===== config.mk =====
export PLATFORM = sky130hd
export DESIGN_NAME = timer_snap_read
export DESIGN_NICKNAME = d
export VERILOG_FILES = /design/src/rtl/timer_snap_pkg.sv /design/src/rtl/snap_ctrl_fsm.sv /design/src/rtl/snap_store.sv /design/src/rtl/snap_read_mux.sv /design/src/rtl/timer_snap_read.sv
export SDC_FILE = /design/constraint.sdc
export NUM_CORES = 1
export LEC_CHECK = 0
export BUFFER_PORTS_ARGS = -buffer_cell sky130_fd_sc_hd__buf_2
export CAP_MARGIN = 20
export CORE_ASPECT_RATIO = 1.25
export CORE_MARGIN = 5
export CORE_UTILIZATION = 32
export DETAILED_ROUTE_END_ITERATION = 6
export PLACE_DENSITY = 0.68
export SLEW_MARGIN = 20
export SYNTH_ARGS = -nofsm -noshare
export SYNTH_HDL_FRONTEND = slang
export SYNTH_SLANG_ARGS = --single-unit

===== constraint.sdc =====
create_clock -name clk -period 2.4 [get_ports clk]
set_input_delay 0.24 -clock clk [delete_from_list [all_inputs] [get_ports clk]]
set_output_delay 0.24 -clock clk [all_outputs]
set_load 0.1 [all_outputs]

===== src/rtl/timer_snap_pkg.sv =====
package timer_snap_pkg;
    typedef enum logic [1:0] {
        ST_IDLE  = 2'd0,
        ST_ARMED = 2'd1,
        ST_HELD  = 2'd2
    } snap_state_e;
endpackage


===== src/rtl/snap_ctrl_fsm.sv =====
module snap_ctrl_fsm
    import timer_snap_pkg::*;
(
    input  logic        clk,
    input  logic        rst_n,
    input  logic        ctl_we,
    input  logic        ctl_read_bit,
    input  logic        dec_en,
    input  logic        lo_rd,
    output snap_state_e state,
    output logic        capture
);
    snap_state_e state_nx;

    always_comb begin
        state_nx = state;
        if (ctl_we) begin
            state_nx = ctl_read_bit ? ST_ARMED : ST_IDLE;
        end else begin
            unique case (state)
                ST_IDLE:  state_nx = ST_IDLE;
                ST_ARMED: if (!dec_en) state_nx = ST_HELD;
                ST_HELD:  if (lo_rd)   state_nx = ST_IDLE;
                default:  state_nx = ST_IDLE;
            endcase
        end
    end

    always_ff @(posedge clk or negedge rst_n) begin
        if (!rst_n) state <= ST_IDLE;
        else        state <= state_nx;
    end

    always_comb begin
        capture = 1'b0;
        unique case (state)
            ST_ARMED: capture = !ctl_we && !dec_en;
            ST_IDLE,
            ST_HELD:  capture = 1'b0;
            default:  capture = 1'b0;
        endcase
    end

    a_r3_arm_on_write: assert property (@(posedge clk) disable iff (!rst_n)
        (ctl_we && ctl_read_bit) |=> (state == ST_ARMED));
    a_r4_capture_when_quiet: assert property (@(posedge clk) disable iff (!rst_n)
        (state == ST_ARMED && !dec_en && !ctl_we) |=> (state == ST_HELD));
    a_r4_wait_while_counting: assert property (@(posedge clk) disable iff (!rst_n)
        (state == ST_ARMED && dec_en && !ctl_we) |=> (state == ST_ARMED));
    a_r7_low_read_releases: assert property (@(posedge clk) disable iff (!rst_n)
        (state == ST_HELD && lo_rd && !ctl_we) |=> (state == ST_IDLE));
    a_r8_write_zero_aborts: assert property (@(posedge clk) disable iff (!rst_n)
        (ctl_we && !ctl_read_bit) |=> (state == ST_IDLE));
endmodule


===== src/rtl/snap_store.sv =====
module snap_store #(
    parameter int CNT_W  = 16,
    parameter int BYTE_W = 8
) (
    input  logic             clk,
    input  logic             rst_n,
    input  logic             capture,
    input  logic [CNT_W-1:0] live_count,
    output logic [CNT_W-1:0] snap
);
    localparam int NBYTES = CNT_W / BYTE_W;

    for (genvar b = 0; b < NBYTES; b++) begin : g_byte
        always_ff @(posedge clk or negedge rst_n) begin
            if (!rst_n)       snap[b*BYTE_W +: BYTE_W] <= '0;
            else if (capture) snap[b*BYTE_W +: BYTE_W] <= live_count[b*BYTE_W +: BYTE_W];
        end
    end

    a_r5_snapshot_frozen: assert property (@(posedge clk) disable iff (!rst_n)
        !capture |=> $stable(snap));
endmodule


===== src/rtl/snap_read_mux.sv =====
module snap_read_mux #(
    parameter int             CNT_W   = 16,
    parameter int             BYTE_W  = 8,
    parameter int             ADDR_W  = 5,
    parameter logic [ADDR_W-1:0] LO_ADDR = 5'h0F
) (
    input  logic [ADDR_W-1:0] rd_addr,
    input  logic              use_snap,
    input  logic [CNT_W-1:0]  snap,
    input  logic [CNT_W-1:0]  preset,
    output logic [BYTE_W-1:0] rd_data
);
    localparam int NBYTES = CNT_W / BYTE_W;

    logic [NBYTES-1:0][BYTE_W-1:0] lane;
    logic [CNT_W-1:0]              src;

    assign src = use_snap ? snap : preset;

    for (genvar b = 0; b < NBYTES; b++) begin : g_lane
        assign lane[b] = (rd_addr == ADDR_W'(LO_ADDR + b)) ? src[b*BYTE_W +: BYTE_W] : '0;
    end

    always_comb begin
        rd_data = '0;
        for (int b = 0; b < NBYTES; b++) rd_data = rd_data | lane[b];
    end
endmodule


===== src/rtl/timer_snap_read.sv =====
module timer_snap_read
    import timer_snap_pkg::*;
#(
    parameter int                CNT_W   = 16,
    parameter int                BYTE_W  = 8,
    parameter int                ADDR_W  = 5,
    parameter logic [ADDR_W-1:0] LO_ADDR = 5'h0F
) (
    input  logic              clk,
    input  logic              rst_n,
    input  logic              ctl_we,
    input  logic              ctl_read_bit,
    input  logic              rd_en,
    input  logic [ADDR_W-1:0] rd_addr,
    input  logic [CNT_W-1:0]  preset,
    input  logic [CNT_W-1:0]  live_count,
    input  logic              dec_en,
    output logic [BYTE_W-1:0] rd_data,
    output logic              read_armed,
    output logic              snap_valid
);
    localparam logic [ADDR_W-1:0] HI_ADDR = ADDR_W'(LO_ADDR + (CNT_W / BYTE_W) - 1);

    snap_state_e      state;
    logic             capture;
    logic             lo_rd;
    logic [CNT_W-1:0] snap;

    assign lo_rd      = rd_en && (rd_addr == LO_ADDR);
    assign read_armed = (state != ST_IDLE);
    assign snap_valid = (state == ST_HELD);

    snap_ctrl_fsm u_fsm (
        .clk          (clk),
        .rst_n        (rst_n),
        .ctl_we       (ctl_we),
        .ctl_read_bit (ctl_read_bit),
        .dec_en       (dec_en),
        .lo_rd        (lo_rd),
        .state        (state),
        .capture      (capture)
    );

    snap_store #(.CNT_W(CNT_W), .BYTE_W(BYTE_W)) u_store (
        .clk        (clk),
        .rst_n      (rst_n),
        .capture    (capture),
        .live_count (live_count),
        .snap       (snap)
    );

    snap_read_mux #(.CNT_W(CNT_W), .BYTE_W(BYTE_W), .ADDR_W(ADDR_W), .LO_ADDR(LO_ADDR)) u_mux (
        .rd_addr  (rd_addr),
        .use_snap (snap_valid),
        .snap     (snap),
        .preset   (preset),
        .rd_data  (rd_data)
    );

    a_r2_preset_when_idle: assert property (@(posedge clk) disable iff (!rst_n)
        (!snap_valid && rd_en && rd_addr == LO_ADDR) |-> (rd_data == preset[BYTE_W-1:0]));
    a_r6_high_read_keeps: assert property (@(posedge clk) disable iff (!rst_n)
        (snap_valid && rd_en && rd_addr == HI_ADDR && !ctl_we) |=> snap_valid);
endmodule


# [Word level (Yosys, flattened, before mapping)]
# Index checks and enable logic that the tools add are counted.
[totals] register_bits=18 in_bits=43 output_inout_bits=10 elab_cells=25
[op_classes] n_eq_ne=6 mux=9 bitwise=1 n_reduce_logical=6
[ops] op="16-bit two-way mux" n=1
[ops] op="8-bit two-way mux" n=2
[ops] op="8-bit OR" n=1
[ops] op="2-bit two-way mux" n=3
[ops] op="3-bit inequality test, second input constant" n=2
[ops] op="5-bit by 4-bit == test with 1-bit output, second input constant" n=1
[ops] op="5-bit == test, second input constant" n=1
[ops] op="2-bit case mux with 2 select lines" n=1
[ops] op="2-bit by 1-bit == test with 1-bit output, second input constant" n=1
[ops] op="2-bit == test, second input constant" n=1
[ops] op="1-bit logical AND" n=2
[ops] op="1-bit zero test" n=2
[ops] op="1-bit two-way mux" n=2
[ops] op="2-bit AND reduction" n=1
[ops] op="2-bit nonzero test" n=1

# [Logic depth before layout (Yosys ltp)]
# Gate-level depths: netlist (run 1).
[depth] depth_word=5 ltp_mapped=5

# [By module]
# Synthesis (run 1) repeated with hierarchy kept, for this count alone.
[hier_totals] hier_cells=78 area_unflattened_um2=1034.7
[modules_own_cells] module="snap_store" instances=1 cells_per_inst=34 area_each_um2=649.4 seq_area_each_um2=400.4
[modules_own_cells] module="snap_read_mux" instances=1 cells_per_inst=31 area_each_um2=251.5 seq_area_each_um2=0.0
[modules_own_cells] module="snap_ctrl_fsm" instances=1 cells_per_inst=8 area_each_um2=105.1 seq_area_each_um2=50.0
[modules_own_cells] module="timer_snap_read" instances=1 cells_per_inst=5 area_each_um2=28.8 seq_area_each_um2=0.0

# [Least setup slack after synthesis (run 1)]
# Ideal clock, no wire load.
[synth_timing] path_type="register to output" from="reg u_fsm.state[1]" to="out rd_data[0]" t_arrival_ps=2709 required_ps=2160 path_slack_ps=-549 path_stages_with_launch=6 path_cell_list="dfrtp_1 -> nor2b_1 -> buf_4 -> buf_4 -> mux2i_1 -> o22ai_1"
[synth_via] elab_chain_cells=4
[synth_lines] item="start, declared" line="snap_ctrl_fsm.sv:10" rtl="output snap_state_e state,"
[synth_lines] item="start signal, assigned" line="snap_ctrl_fsm.sv:31" rtl="else state <= state_nx;"
[synth_lines] item="2-bit == test *" line="timer_snap_read.sv:31" rtl="assign snap_valid = (state == ST_HELD);"
[synth_lines] item="named net snap_valid" line="timer_snap_read.sv:20" rtl="output logic snap_valid"
[synth_lines] item="16-bit two-way mux *" line="snap_read_mux.sv:18" rtl="assign src = use_snap ? snap : preset;"
[synth_lines] item="8-bit two-way mux" line="snap_read_mux.sv:21" rtl="assign lane[b] = (rd_addr == ADDR_W'(LO_ADDR + b)) ? src[b*BYTE_W +: BYTE_W] : '0;"
[synth_lines] item="8-bit OR *" line="snap_read_mux.sv:26" rtl="for (int b = 0; b < NBYTES; b++) rd_data = rd_data | lane[b];"
[synth_lines] item="end, declared" line="timer_snap_read.sv:18" rtl="output logic [BYTE_W-1:0] rd_data,"
# Mark *: on every way through the listed nets, which the timed path passes. The rest lies on a longest branch.

# [Worst setup path in the final report (run 1)]
[layout_timing] from="reg u_fsm.state[1]" to="out rd_data[1]"
[layout_via] elab_chain_cells=4
[layout_lines] item="2-bit == test *" line="timer_snap_read.sv:31"
[layout_lines] item="16-bit two-way mux *" line="snap_read_mux.sv:18"
[layout_lines] item="8-bit two-way mux" line="snap_read_mux.sv:21"
[layout_lines] item="8-bit OR *" line="snap_read_mux.sv:26"
# Every way passes the cells marked *; elsewhere a longest branch is shown, timed or not.

==> results of run 1 <==
==> worst min-delay path by stage <==
stage                   startpoint                            to  slack [ns]  cells after the start
floorplan                    rst_n    u_fsm.state[0]$_DFFE_PN0P_       -0.06                      0
global placement             rst_n  u_store.snap[14]$_DFFE_PN0P_        0.19                      1
detailed placement           rst_n  u_store.snap[14]$_DFFE_PN0P_        0.19                      1
CTS                 live_count[13]  u_store.snap[13]$_DFFE_PN0P_        0.18                      2
global route          ctl_read_bit    u_fsm.state[0]$_DFFE_PN0P_        0.18                      3
finish               live_count[0]   u_store.snap[0]$_DFFE_PN0P_        0.19                      2
==> state kept, by name, summed over array words and instances (netlist names) <==
signal	count
u_store.snap	16
u_fsm.state	2
==> per-stage QoR <==
step                utilization, %  instances  total power [mW]
finish                        46.1        165             0.767
global route                  46.1        165             0.815
CTS                           46.1        165             0.775
detailed placement            44.9        161             0.636
global placement              44.9        161             0.625
floorplan                        -         75             0.564
==> Yosys cell counts <==
library cell | n | area share (%)
o21ai_0 | 1 | 0.52
dfrtp_1 | 18 | 47
o22a_1 | 1 | 0.90
nand4_1 | 1 | 0.65
and2b_1 | 1 | 0.78
buf_6 | 1 | 1.2
nor4_1 | 1 | 0.65
buf_4 | 2 | 1.5
nor2b_1 | 1 | 0.65
mux2i_1 | 16 | 17
mux2_2 | 16 | 19
o22ai_1 | 8 | 5.2
nand2_1 | 2 | 0.78
nand3b_1 | 1 | 0.78
or2_2 | 2 | 1.3
nand2b_1 | 1 | 0.65
nor4b_4 | 1 | 2.5
clkbuf_1 | 1 | 0.39
==> routing by layer <==
metal | part of all wire [%] | vias to the layer above | global-route usage, %
li1 | - | 390 | -
met5 | 0 | - | 0
met4 | 1.1 | 0 | 3.78
met1 | 38 | 379 | 13.5
met3 | 8.7 | 2 | 1.62
met2 | 52 | 35 | 20.9
==> layout make-up <==
cell class,count,area share (%)
multi-input combinational,53,40.2
tap,36,3.35
sequential,18,33.5
clock buffer,3,1.68
timing repair buffer,55,21.2
==> timing repair <==
action	in CTS	in global routing
hold endpoints to repair	18	0
setup endpoints to repair	0	0
hold buffers	1	0
==> power groups by stage <==
stage	Sequential, mW	Combinational, mW	Clock (mW)
finish	0.414	0.213	0.140
global placement	0.416	0.209	0
global route	0.426	0.230	0.159
detailed placement	0.421	0.215	0
CTS	0.414	0.217	0.144
floorplan	0.409	0.155	0
==> kinds of logic after synthesis <==
family,after synthesis
muxes,32
DFF,18
and+or+nand+nor,11
AOI/OAI and AO/OA,10
buffers and inverters,4
==> results.md, run 1 <==
- Status: complete, no violations
- CP endpoint: rd_data[1]
- Sw Ratio: between 20% and 30%
- Crit-path max cell delay: 0.45 ns
- Part of the power in registers: between 50% and 60%
- Largest family of logic cells by synthesized area: multiplexers
- H-tree levels: 1
- Post-DP Area: approximately 1300 sq um
- Register area: around 450 sq um
- CP delay by family, top: buffers and inverters
- Yosys Warn Count: 0
- Combinational share of power: about 28%
- Pre-CTS setup slack: roughly 0.53 ns
- Power density cells: about 570 nW/um^2
- # rows: 22
- Clk Tree Root Cell: clkbuf_4
- Period utilisation layout: about nine tenths
- Critical Path RT: about 2.2 ns
- Startpoint Class: register
- Wire per inst: around 15 um
- ANT nets after route: 0
- Mapped Area: a little under 1000 sq um
- Worst rel slew slack: 62.4%
- Die width: 59.2 um
- Worst Tran Pin Value: 0.562 ns
- Worst setup margin: between 0.2 and 0.25 ns
- Vias after detailed routing: roughly 810
- Fraction of the mapped netlist area in compound gates: 6.59%
- Mux share of post-synthesis cell area: 35.1%
- Critical Path Stages: 5
- Clock network power share: 18.3%
- Final hold slack: between 0.15 and 0.2 ns
- Largest net degree at the start of global routing: 19
- Leakage: about 0.62 nW
- Grt ovf: 0
- RSZ-0062 raised after global routing: no
- Synthesis-to-finish area growth: 38.8%
- Commonest cells after routing, fill and taps aside: buf_2, dfrtp_1, mux2i_1, mux2_2, o22ai_2
- Fin. max-slew vios: 0
- Die area: ~4200 sq um
- Simple-Gate Fraction of Synth Area: between 8 and 9%
- Detailed Route Iter0 Violations: 10
- Starting Density: around a third
- Post-synthesis xor/xnor area fraction: 0%
- Crit-path slowest cell: buf_2
- Max Root-Sink Buffers: 2
- Post-DP HPWL: about 2000 um
- Die height: ~70 um
- Number of remaining DRC errors: 0
- Worst Hold Class: primary input to register
- Count of TritonRoute iterations in the first routing pass: 4
- Most common cell after layout, fill and taps aside: buf_2
- Fmax: 464 MHz
- Worst reg-to-reg setup slack: about 0.70 ns
- Synth Area in Adders: 0%
- Via-to-Cell Ratio: about 4.9
- CP cell instances: nor2b_2, buf_4, mux2i_1, o22ai_2, buf_2
- Mean Syn Cell Area: around 13 sq um
- Number of buffers created by CTS: 3
- CTS tree: yes
- Initial antenna violation count: 0
- Worst-path fanout max: 18
- CP Launch Point: u_fsm.state[1]$_DFFE_PN0P_
- Final setup fails: 0
- GPL Wtd Cong: between 0.7 and 0.8
- Setup TNS: 0 ns
- Min Clock Period, post-route: 2.16 ns
- I/O pin count: 53
- Core area: about 3000 sq um
- Sw power: approximately 220 uW
- FF+latch count, synth: 18
- Peak supply drop: ~0.35 mV
- Port Buf Inserts: 52
- Number of global-route vias before repair: approximately 860
- CP Buf/Inv Count: 2
- Fillers: 289
- Post-CTS sizing: 0
- Antenna fix cells: 0
- Post-Route WL: 2420 um
- Sink Count: 18
- CP Data Arrival Time: between 1.5 and 2 ns
- Worst clock skew: ~0.006 ns
- Max Cap Viol: 0
- Clock Latency Late Sink: approximately 0.28 ns
- Crit path kind: register to output pin
- Setup Fix Bufs, Post-CTS: 0
- Reg2Reg Depth: 3
- Hold Fails Final Rpt: 0
- Syn Inst Count: 75
- Cell area after layout: about 1300 sq um
- Multi-input gate area: around 540 sq um
- Start of the worst register-to-register path: u_fsm.state[1]$_DFFE_PN0P_
- Wire length of the first global-routing pass: 3810 um
- Netlist cell types: 18
- Crit Reg-Reg Endpoint: u_store.snap[6]$_DFFE_PN0P_
- Layout cell share with drive strength beyond 1: about 66%
- Net Count, Synth: between 100 and 150
- Worst setup EP type: output pin
- Internal Power: 544 uW
- Sequential area share after synthesis: around 47%
- Total GRT Usage: roughly 12%
- Clock transition at the registers of the reported paths: roughly 0.1 ns
- NumNets Final: between 150 and 200
Power figures use the tool's default switching activity.
==> inputs of run 2 (changes only) <==
--- a/config.mk
+++ b/config.mk
@@ -11,6 +11,7 @@
 export CORE_MARGIN = 5
 export CORE_UTILIZATION = 32
 export DETAILED_ROUTE_END_ITERATION = 6
+export MAX_ROUTING_LAYER = met4
 export PLACE_DENSITY = 0.68
 export SLEW_MARGIN = 20
 export SYNTH_ARGS = -nofsm -noshare
==> constraint.sdc (replaced) <==
create_clock -name clk -period 2 [get_ports clk]
set_input_delay 0.2 -clock clk [delete_from_list [all_inputs] [get_ports clk]]
set_output_delay 0.2 -clock clk [all_outputs]
set_load 0.1 [all_outputs]
==> run 2 against run 1 <==
  * Die area unchanged
  * Sequential power up 21%
  * Final area up 17%
  * Flip-flop and latch count unchanged
  * Wire length up 9.9%
  * Power up 33%
  * Largest cell class unchanged
  * Clock-buffer cell count up 1
  * Register-to-register slack worse by 0.20 ns
  * Critical endpoint is now rd_data[7]
  * Worst setup slack worse by 0.16 ns
  * Highest routed layer unchanged
  * Clock skew up 0.0015 ns
  * Final cell count up 1.8%
  * Global-route usage up 2.3 points
==> results.md, run 2 (synthesis results as in run 1) <==
- Hold_sp: ctl_read_bit
- H-tree levels: 1
- Hold Fails Final Rpt: 0
- CP cell instances: nor2b_2, buf_12, mux2i_1, o22ai_4, buf_12
- Initial antenna violation count: 0
- Min Clock Period, post-route: between 1.5 and 2 ns
- Worst setup EP type: output pin
- Max Cap Viol: 0
- Total GRT Usage: 13.8%
- Clock network power share: a little over a fifth
- Peak supply drop: approximately 0.50 mV
- CP Data Arrival Time: 1.71 ns
- GPL Wtd Cong: 0.800
- Fin. max-slew vios: 0
- Post-DP HPWL: 2130 um
- Largest reg by FF count: u_store.snap
- Tot Pwr: slightly above 1 mW
- Final setup fails: 0
- CP most frequent cell: buf_12
- CP delay by family, top: flip-flops
- CP Buf/Inv Count: 2
- I/O pin count: 53
- Biggest regs: u_store.snap: 16 flops, u_fsm.state: 2 flops
- Status: complete, no violations
- Clk Tree Root Cell: clkbuf_4
- Die height: between 70 and 80 um
- Clock transition at the registers of the reported paths: between 0.1 and 0.15 ns
- Port Buf Inserts: 52
- # rows: 22
- Start of the worst register-to-register path: u_fsm.state[1]$_DFFE_PN0P_
- Number of remaining DRC errors: 0
- Crit-path max cell delay: between 0.4 and 0.5 ns
- RSZ-0062 raised after global routing: yes
- Commonest cells after routing, fill and taps aside: buf_2, dfrtp_1, mux2_2, mux2i_1, buf_12
- Crit-path slowest cell: dfrtp_1
- Via-to-Cell Ratio: ~5
- Worst Hold Class: primary input to register
- Critical Path RT: ~1.8 ns
- Fmax: approximately 520 MHz
- Combinational share of power: between 20% and 30%
- Largest net degree at the start of global routing: 19
- Startpoint Class: register
- CTS tree: yes
- Max Root-Sink Buffers: 2
- Worst-path fanout max: 18
- Internal Power: 716 uW
- Die width: 59.2 um
- Post-Route WL: 2650 um
- Worst clock skew: 0.00739 ns
- NumNets Final: between 150 and 200
- Core area: about 2900 sq um
- Cell area after layout: ~1600 sq um
- Worst rel slew slack: 67.6%
- Final Instance Count excl. Fillers: approximately 170
- Crit path kind: register to output pin
- Sw Ratio: about 30%
- Layout cell share with drive strength beyond 1: 68.9%
- ANT nets after route: 0
- Power density cells: 646 nW/um^2
- Number of flip-flops in the largest register: 16
- Starting Density: around a third
- Worst setup margin: between 0.08 and 0.09 ns
- Wire length of the first global-routing pass: 4330 um
- Grt ovf: 0
- Sw power: between 300 and 400 uW
- Placed Instances: about 160
- CP Launch Point: u_fsm.state[0]$_DFFE_PN0P_
- Wire per inst: ~16 um
- Post-DP Area: 1510 sq um
- Period utilisation layout: 95.5%
- Detailed Route Iter0 Violations: 12
- Worst Tran Pin Value: approximately 0.5 ns
- Clock Latency Late Sink: approximately 0.29 ns
- Most common cell after layout, fill and taps aside: buf_2
- Vias after detailed routing: 834
- Part of the power in registers: between 40% and 50%
- Number of buffers created by CTS: 3
- Leakage: around 0.66 nW
- Pre-CTS setup slack: 0.374 ns
- Count of TritonRoute iterations in the first routing pass: 2
- Die area: 4230 sq um
- Setup TNS: 0 ns
- Synthesis-to-finish area growth: 62.8%
- Sink Count: 18
- Antenna fix cells: 0
- Number of global-route vias before repair: between 900 and 1000
==> run 2: cell count changes in the layout (fill, tap and decap cells not counted), sizes merged <==
cell    delta
clkbuf     +1
buf        +2
==> run 2: power by group through the flow <==
stage / registers [mW] / logic (mW) / clock network (mW)
2_1_floorplan: 0.491 / 0.203 / 0
3_3_place_gp: 0.506 / 0.280 / 0
3_5_place_dp: 0.508 / 0.290 / 0
4_1_cts: 0.500 / 0.292 / 0.233
5_1_grt: 0.513 / 0.319 / 0.257
6_report: 0.501 / 0.294 / 0.224
==> run 2: area by class of cell <==
| type | instances | area [sq um] |
|---|---|---|
| Clock buffer | 4 | 36.3 |
| Multi-Input combinational cell | 53 | 612 |
| Fill cell | 278 | 1340 |
| Sequential cell | 18 | 450 |
| Timing Repair Buffer | 57 | 433 |
| Tap cell | 36 | 45.0 |
==> run 2: worst register-to-register path, stage by stage, from the launching register on <==
cell	delay, ns
dfrtp_1	0.39
buf_4	0.14
nor4b_4	0.19
buf_4	0.29
mux2_2	0.37
==> run 2: metrics by stage <==
step                      hold WS, ns  util [%]
after floorplan               -0.0956         -
after global placement          0.146      51.8
after detailed placement        0.152      51.8
after CTS                       0.103      53.4
after global routing            0.111      54.0
final                           0.112      54.0
==> run 2: per-layer routing <==
metal	track usage, %	vias up	routed length [um]
li1	-	402	-
met1	15.1	394	966
met2	25.3	34	1480
met3	1.98	4	183
met4	3.78	0	23
met5	-	-	0
==> run 2: worst paths after layout <==
path                                                      to  slack [ns]  cells after the start
worst max-delay path                              rd_data[7]        0.09                      5
min in group asynchronous       u_store.snap[10]$_DFFE_PN0P_        0.35                      2
worst max register to register   u_store.snap[5]$_DFFE_PN0P_        0.50                      4
worst min-delay path              u_fsm.state[0]$_DFFE_PN0P_        0.11                      3
max in group asynchronous       u_store.snap[14]$_DFFE_PN0P_        1.35                      2
worst min register to register   u_store.snap[7]$_DFFE_PN0P_        0.51                      1
==> run 2: repair_timing <==
| action | 4_1_cts | 5_1_grt |
|---|---|---|
| buffers inserted | 0 | 1 |
| hold buffers | 1 | 0 |
| endpoints found under the hold margin | 18 | 0 |
| gates resized for setup | 0 | 3 |
| endpoints found under the setup margin | 0 | 8 |
